===== config.mk =====
export PLATFORM = sky130hd
export DESIGN_NAME = linescan_ctrl
export DESIGN_NICKNAME = d
export VERILOG_FILES = /design/src/rtl/lsc_pkg.sv /design/src/rtl/lsc_datapath.sv /design/src/rtl/lsc_control.sv /design/src/rtl/linescan_ctrl.sv
export SDC_FILE = /design/constraint.sdc
export NUM_CORES = 1
export LEC_CHECK = 0
export ABC_AREA = 1
export BUFFER_PORTS_ARGS = -buffer_cell sky130_fd_sc_hd__buf_2
export CORE_MARGIN = 1.5
export CORE_UTILIZATION = 40
export DETAILED_ROUTE_END_ITERATION = 6
export SLEW_MARGIN = 20
export SYNTH_ARGS = -nofsm -noshare
export SYNTH_HDL_FRONTEND = slang
export SYNTH_SLANG_ARGS = --single-unit
export TNS_END_PERCENT = 5

===== constraint.sdc =====
create_clock -name clk -period 3.7 [get_ports clk]
set_input_delay 0.555 -clock clk [delete_from_list [all_inputs] [get_ports clk]]
set_output_delay 0.555 -clock clk [all_outputs]
set_load 0.02 [all_outputs]

===== src/rtl/lsc_pkg.sv =====
package lsc_pkg;
  localparam int ADDR_W    = 11;
  localparam int TMR_W     = 16;
  localparam int CMD_BITS  = 24;
  localparam int CAP_BASE  = 512;
  localparam int PIX_BYTES = 102;
  localparam int TMO_BITS  = 64;
  localparam int SCLK_HALF = 2;

  typedef struct packed {
    logic addrZero;
    logic addrCap;
    logic addrInc;
    logic sdoLoad;
    logic sdoZero;
    logic shiftEn;
    logic clkRun;
  } dpCtrl_t;

  typedef enum logic [1:0] {
    ST_IDLE = 2'd0,
    ST_SEND = 2'd1,
    ST_WAIT = 2'd2,
    ST_CAPT = 2'd3
  } scanState_t;
endpackage


===== src/rtl/lsc_datapath.sv =====
module lsc_datapath
  import lsc_pkg::*;
#(
  parameter int ADDR_W    = lsc_pkg::ADDR_W,
  parameter int TMR_W     = lsc_pkg::TMR_W,
  parameter int CMD_BITS  = lsc_pkg::CMD_BITS,
  parameter int CAP_BASE  = lsc_pkg::CAP_BASE,
  parameter int SCLK_HALF = lsc_pkg::SCLK_HALF
) (
  input  logic              clk,
  input  logic              rstN,
  input  dpCtrl_t           ctrl,
  input  logic [TMR_W-1:0]  linePeriod,
  input  logic              cmdBit,
  input  logic              sdi,
  output logic              lineExpire,
  output logic              riseTick,
  output logic              fallTick,
  output logic              cmdDone,
  output logic [ADDR_W-1:0] memAddr,
  output logic              memWe,
  output logic [7:0]        memWdata,
  output logic              sclk,
  output logic              sdo
);
  localparam int DIV_W = (SCLK_HALF > 1) ? $clog2(SCLK_HALF) : 1;
  localparam logic [DIV_W-1:0]  DIV_LAST = DIV_W'(SCLK_HALF - 1);
  localparam logic [ADDR_W-1:0] CMD_END  = ADDR_W'(CMD_BITS);
  localparam logic [ADDR_W-1:0] CAP_ADDR = ADDR_W'(CAP_BASE);

  logic [TMR_W-1:0]  lineTmr;
  logic [DIV_W-1:0]  divCnt;
  logic [ADDR_W-1:0] addrQ;
  logic [7:0]        shiftQ;
  logic [7:0]        nextByte;
  logic              divWrap;

  // Line timer: free running, reloads on expiry.
  assign lineExpire = (lineTmr == '0);

  always_ff @(posedge clk or negedge rstN) begin
    if (!rstN)           lineTmr <= '0;
    else if (lineExpire) lineTmr <= linePeriod - TMR_W'(1);
    else                 lineTmr <= lineTmr - TMR_W'(1);
  end

  // Serial clock divider, held low while idle.
  assign divWrap  = ctrl.clkRun && (divCnt == DIV_LAST);
  assign riseTick = divWrap && !sclk;
  assign fallTick = divWrap && sclk;

  always_ff @(posedge clk or negedge rstN) begin
    if (!rstN) begin
      divCnt <= '0;
      sclk   <= 1'b0;
    end else if (!ctrl.clkRun) begin
      divCnt <= '0;
      sclk   <= 1'b0;
    end else if (divWrap) begin
      divCnt <= '0;
      sclk   <= ~sclk;
    end else begin
      divCnt <= divCnt + DIV_W'(1);
    end
  end

  // Shared bit-address counter.
  always_ff @(posedge clk or negedge rstN) begin
    if (!rstN)              addrQ <= '0;
    else if (ctrl.addrZero) addrQ <= '0;
    else if (ctrl.addrCap)  addrQ <= CAP_ADDR;
    else if (ctrl.addrInc)  addrQ <= addrQ + ADDR_W'(1);
  end

  assign memAddr = addrQ;
  assign cmdDone = (addrQ == CMD_END);

  // Command output bit.
  always_ff @(posedge clk or negedge rstN) begin
    if (!rstN)             sdo <= 1'b0;
    else if (ctrl.sdoZero) sdo <= 1'b0;
    else if (ctrl.sdoLoad) sdo <= cmdBit;
  end

  // Pixel shift register, LSB first; write on byte boundary of the address.
  assign nextByte = {sdi, shiftQ[7:1]};

  always_ff @(posedge clk or negedge rstN) begin
    if (!rstN) begin
      shiftQ   <= '0;
      memWe    <= 1'b0;
      memWdata <= '0;
    end else begin
      memWe <= ctrl.shiftEn && (addrQ[2:0] == 3'd7);
      if (ctrl.shiftEn) begin
        shiftQ <= nextByte;
        if (addrQ[2:0] == 3'd7) memWdata <= nextByte;
      end
    end
  end
endmodule


===== src/rtl/lsc_control.sv =====
module lsc_control
  import lsc_pkg::*;
#(
  parameter int PIX_BYTES = lsc_pkg::PIX_BYTES,
  parameter int TMO_BITS  = lsc_pkg::TMO_BITS
) (
  input  logic    clk,
  input  logic    rstN,
  input  logic    lineExpire,
  input  logic    riseTick,
  input  logic    fallTick,
  input  logic    cmdDone,
  input  logic    byteWritten,
  input  logic    sdi,
  output dpCtrl_t ctrl,
  output logic    errFlag
);
  localparam int TMO_W  = $clog2(TMO_BITS + 1);
  localparam int BYTE_W = $clog2(PIX_BYTES + 1);
  localparam logic [TMO_W-1:0]  TMO_LAST  = TMO_W'(TMO_BITS - 1);
  localparam logic [BYTE_W-1:0] BYTE_LAST = BYTE_W'(PIX_BYTES - 1);

  scanState_t        state, nextState;
  logic [TMO_W-1:0]  tmoCnt;
  logic [BYTE_W-1:0] byteCnt;
  logic              errSet;

  always_comb begin
    ctrl      = '0;
    nextState = state;
    errSet    = 1'b0;
    unique case (state)
      ST_IDLE: begin
        if (lineExpire) begin
          ctrl.sdoLoad = 1'b1;
          ctrl.addrInc = 1'b1;
          nextState    = ST_SEND;
        end
      end
      ST_SEND: begin
        ctrl.clkRun = 1'b1;
        if (fallTick) begin
          if (cmdDone) begin
            ctrl.sdoZero = 1'b1;
            ctrl.addrCap = 1'b1;
            nextState    = ST_WAIT;
          end else begin
            ctrl.sdoLoad = 1'b1;
            ctrl.addrInc = 1'b1;
          end
        end
      end
      ST_WAIT: begin
        ctrl.clkRun = 1'b1;
        if (riseTick) begin
          if (!sdi) begin
            nextState = ST_CAPT;
          end else if (tmoCnt == TMO_LAST) begin
            errSet        = 1'b1;
            ctrl.addrZero = 1'b1;
            nextState     = ST_IDLE;
          end
        end
      end
      ST_CAPT: begin
        ctrl.clkRun = 1'b1;
        if (riseTick) begin
          ctrl.shiftEn = 1'b1;
          ctrl.addrInc = 1'b1;
        end
        if (byteWritten && byteCnt == BYTE_LAST) begin
          ctrl.addrZero = 1'b1;
          nextState     = ST_IDLE;
        end
      end
      default: nextState = ST_IDLE;
    endcase
  end

  always_ff @(posedge clk or negedge rstN) begin
    if (!rstN) begin
      state   <= ST_IDLE;
      tmoCnt  <= '0;
      byteCnt <= '0;
      errFlag <= 1'b0;
    end else begin
      state <= nextState;
      if (errSet) errFlag <= 1'b1;
      if (state != ST_WAIT)             tmoCnt <= '0;
      else if (riseTick && sdi)         tmoCnt <= tmoCnt + TMO_W'(1);
      if (state != ST_CAPT)             byteCnt <= '0;
      else if (byteWritten)             byteCnt <= byteCnt + BYTE_W'(1);
    end
  end
endmodule


===== src/rtl/linescan_ctrl.sv =====
module linescan_ctrl
  import lsc_pkg::*;
#(
  parameter int ADDR_W    = lsc_pkg::ADDR_W,
  parameter int TMR_W     = lsc_pkg::TMR_W,
  parameter int CMD_BITS  = lsc_pkg::CMD_BITS,
  parameter int CAP_BASE  = lsc_pkg::CAP_BASE,
  parameter int PIX_BYTES = lsc_pkg::PIX_BYTES,
  parameter int TMO_BITS  = lsc_pkg::TMO_BITS,
  parameter int SCLK_HALF = lsc_pkg::SCLK_HALF
) (
  input  logic              clk,
  input  logic              rstN,
  input  logic [TMR_W-1:0]  linePeriod,
  input  logic              cmdBit,
  input  logic              sdi,
  output logic [ADDR_W-1:0] memAddr,
  output logic              memWe,
  output logic [7:0]        memWdata,
  output logic              sclk,
  output logic              sdo,
  output logic              errFlag
);
  dpCtrl_t ctrl;
  logic    lineExpire, riseTick, fallTick, cmdDone;

  lsc_datapath #(
    .ADDR_W(ADDR_W), .TMR_W(TMR_W), .CMD_BITS(CMD_BITS),
    .CAP_BASE(CAP_BASE), .SCLK_HALF(SCLK_HALF)
  ) u_dp (
    .clk(clk), .rstN(rstN), .ctrl(ctrl), .linePeriod(linePeriod),
    .cmdBit(cmdBit), .sdi(sdi), .lineExpire(lineExpire),
    .riseTick(riseTick), .fallTick(fallTick), .cmdDone(cmdDone),
    .memAddr(memAddr), .memWe(memWe), .memWdata(memWdata),
    .sclk(sclk), .sdo(sdo)
  );

  lsc_control #(
    .PIX_BYTES(PIX_BYTES), .TMO_BITS(TMO_BITS)
  ) u_ctl (
    .clk(clk), .rstN(rstN), .lineExpire(lineExpire),
    .riseTick(riseTick), .fallTick(fallTick), .cmdDone(cmdDone),
    .byteWritten(memWe), .sdi(sdi), .ctrl(ctrl), .errFlag(errFlag)
  );
endmodule


==> run_results.csv <==
group,metric,value,unit
yosys,synth-seq-cells,63,
place,placed_area,0.003821,mm²
place,portBuffers,42,
sta,rsz0062_at_grt,"no",
min_path,hold_path_class,"in -> async",
sta,finalWorstSetupSlack,1.566,ns
global_route,grt_pass1_wl,13170,µm
cts,cts.sinks,63,
final_layout,syn_to_final_growth,14.21,%
final_layout,layout-drive-gt1-share,15.47,%
routing,drc,0,
cts,postCtsHoldBufs,0,
routing,drt_first_pass_iters,5,
critical_path,required,3.92,ns
global_route,antenna_found_initial,0,
critical_path,timing.rr.start,"u_dp.lineTmr[15]",
yosys,synth-seq-area-share,45.00,%
cts,postCtsResizedCells,0,
sta,final.setup.tns,0,ns
status,status,"finished, final reports clean",
place,place_congestion,0.8243,
final_layout,multiInputGateArea,0.001633,mm²
flow_run,cap_violations,0,
place,place_hpwl,5743,µm
power_and_ir_drop,ir_drop,0.0001635,V
floorplanning,die_area,0.009329,mm²
global_route,grt_pass1_vias,2916,
critical_path,worst-path-max-fanout,18,
final_layout,filler_cell_count,832,
yosys,ys.warnings.count,0,
power_and_ir_drop,total_power,0.001506,W
cts,cts_made_buffers,9,
power_and_ir_drop,p_per_area,376.3,mW/mm²
floorplanning,io_pins,43,
routing,postRouteAntennaNets,0,
yosys,synth_area,0.003503,mm²
sta,hold_violations,0,
yosys,synth-edff-count,0,
cts,clk_path_buf_depth,2,
yosys,syn_nets,489,
sta,max-slew-margin-rel,65.86,%
cts,path_clk_slew,0.08,ns
sta,skew,0.01043,ns
critical_path,path_class,"reg -> reg",
floorplanning,coreArea,0.008341,mm²
floorplanning,fp.dieW,96.59,µm
critical_path,r2r_slack,1.57,ns
final_layout,nets,539,
sta,tightestPinTransition,0.5102,ns
yosys,yosys_most_used_dff,"dfrtp_1",
sta,setup_viol,0,
yosys,synth_cells,462,
place,dp_worst_setup_slack,1.568,ns
routing,routedWlPerCell,12.21,µm
routing,via_per_inst,4.825,
yosys,ys_types,32,
global_route,grt_max_degree,28,
critical_path,worstRegToRegCells,10,
critical_path,crit_path_end_kind,"flop",
yosys,avgSynthCellArea,7.583,µm²
cts,cts_setup_buffers,0,
global_route,grt_overflow_total,0,
sta,finalCritPeriodShare,57.67,%
final_layout,postLayoutCellArea,0.004001,mm²
routing,vias,3001,
cts,tritoncts,"done",
floorplanning,initial_core_util,42.00,%
yosys,synth-async-reset-ratio,100.0,%
critical_path,cp.arrival,2.35,ns
final_layout,diodes,0,
power_and_ir_drop,p_leak,2.092,nW
sta,min_period,2.134,ns
global_route,grtUsageTotal,18.41,%
sta,max_freq,0.4687,GHz
cts,htreeDepth,3,
floorplanning,rows,33,
cts,cts_root_buf,"clkbuf_8",
cts,clk_latency,0.34,ns
critical_path,reg2reg_to,"u_dp.lineTmr[8]",
routing,totalWireLength,7595,µm
final_layout,seqCellArea,0.001577,mm²
sta,hold_slack,0.1491,ns
critical_path,start_kind,"flop",
floorplanning,die_h,96.59,µm
sta,maxSlewViolCount,0,
routing,drtIter0Drc,157,
[cell usage in the layout (no fill, tap or decap), types with 2 or more instances in the layout]
master,n
nand2_2,4
inv_1,67
a31oi_1,2
mux2_2,3
nand3_1,47
ha_1,7
inv_6,2
clkbuf_8,9
buf_4,2
nor4_1,3
nand3b_1,4
nand4_1,4
o21ai_0,16
xnor2_1,2
nor2_2,3
a21oi_1,22
nand2_1,118
nor2_1,59
dfrtp_1,63
buf_2,42
nor2_4,5
xor2_1,7
nor3_1,11
clkinv_4,3
o21ai_1,2
[synth_stat cells (4+ instances only)]
library cell,instances,area share (%)
nand3_1,47,6.7
dfrtp_1,63,45
nand2_2,4,0.71
inv_1,67,7.2
nor2_1,59,6.3
ha_1,7,2.5
a21oi_1,22,3.1
nand4_1,4,0.71
o21ai_0,16,2.3
nand3b_1,4,0.86
xor2_1,7,1.8
nand2_1,118,13
nor3_1,11,1.6
nor2_4,5,1.6
[registers in the layout, indices dropped and copies added, names as in the netlist, 2 cells and up]
register	count
u_dp.shiftQ	7
u_dp.memAddr	11
u_dp.lineTmr	16
u_dp.memWdata	8
u_ctl.byteCnt	7
u_ctl.state	2
u_ctl.tmoCnt	7
[critical path: stages, from the launching register on]
cell	delay, ns
dfrtp_1	0.39
nor2_1	0.12
nand2_1	0.09
nor2_4	0.39
nand2_2	0.20
nor2_1	0.13
nor2_1	0.10
ha_1	0.25
nand2_1	0.11
nor2_1	0.09
xor2_1	0.14
[power by group]
part / total, W / internal [W] / leakage (nW) / switching [W]
Combinational: 0.000210 / 0.0000689 / 1.19 / 0.000141
Sequential: 0.000746 / 0.000728 / 0.808 / 0.0000187
Clock: 0.000550 / 0.000250 / 0.0902 / 0.000300
[kinds of logic after synthesis]
group                      share of synthesized area [%]
buffers and inverters                              8.393
DFF                                                45.00
and+or+nand+nor                                    34.18
xor gates and xnor gates                           2.250
AOI/OAI and AO/OA                                  6.715
adders and majority gates                          2.500
muxes                                             0.9642
[per-layer routing]
metal  up-vias  share of wire (%)  track usage (%)
met1      1387                 50            25.12
met4         0                1.2            7.488
met3         6                2.9            2.817
met2        41                 46            29.14
li1       1567                  -                -
met5         -                  0                0
[stage by stage]
step	std cells	utilization (%)
floorplan	462	-
global placement	606	45.81
detailed placement	606	45.81
CTS	622	47.97
global route	622	47.97
finish	622	47.97
[cell type report]
cell class	instances	share of cell area, %
clock buffer	9	3.096
clock inverter	7	1.407
inverter	68	6.379
multi-input combinational	326	40.81
sequential	63	39.40
tap	105	3.283
timing repair buffer	44	5.629
[worst max-delay path by stage]
stage | start | to | slack (ns) | cells past startpoint
3_3_place_gp | u_dp.lineTmr[9] | u_dp.lineTmr[10] | 1.66 | 11
4_1_cts | u_dp.lineTmr[15] | u_dp.lineTmr[8] | 1.56 | 10
6_report | u_dp.lineTmr[15] | u_dp.lineTmr[8] | 1.57 | 10
3_5_place_dp | u_dp.lineTmr[15] | u_dp.lineTmr[8] | 1.57 | 10
5_1_grt | u_dp.lineTmr[9] | u_dp.lineTmr[10] | 1.32 | 11
2_1_floorplan | u_dp.lineTmr[9] | u_dp.lineTmr[10] | 1.97 | 11
No activity file was read; power rests on OpenSTA's default activity.
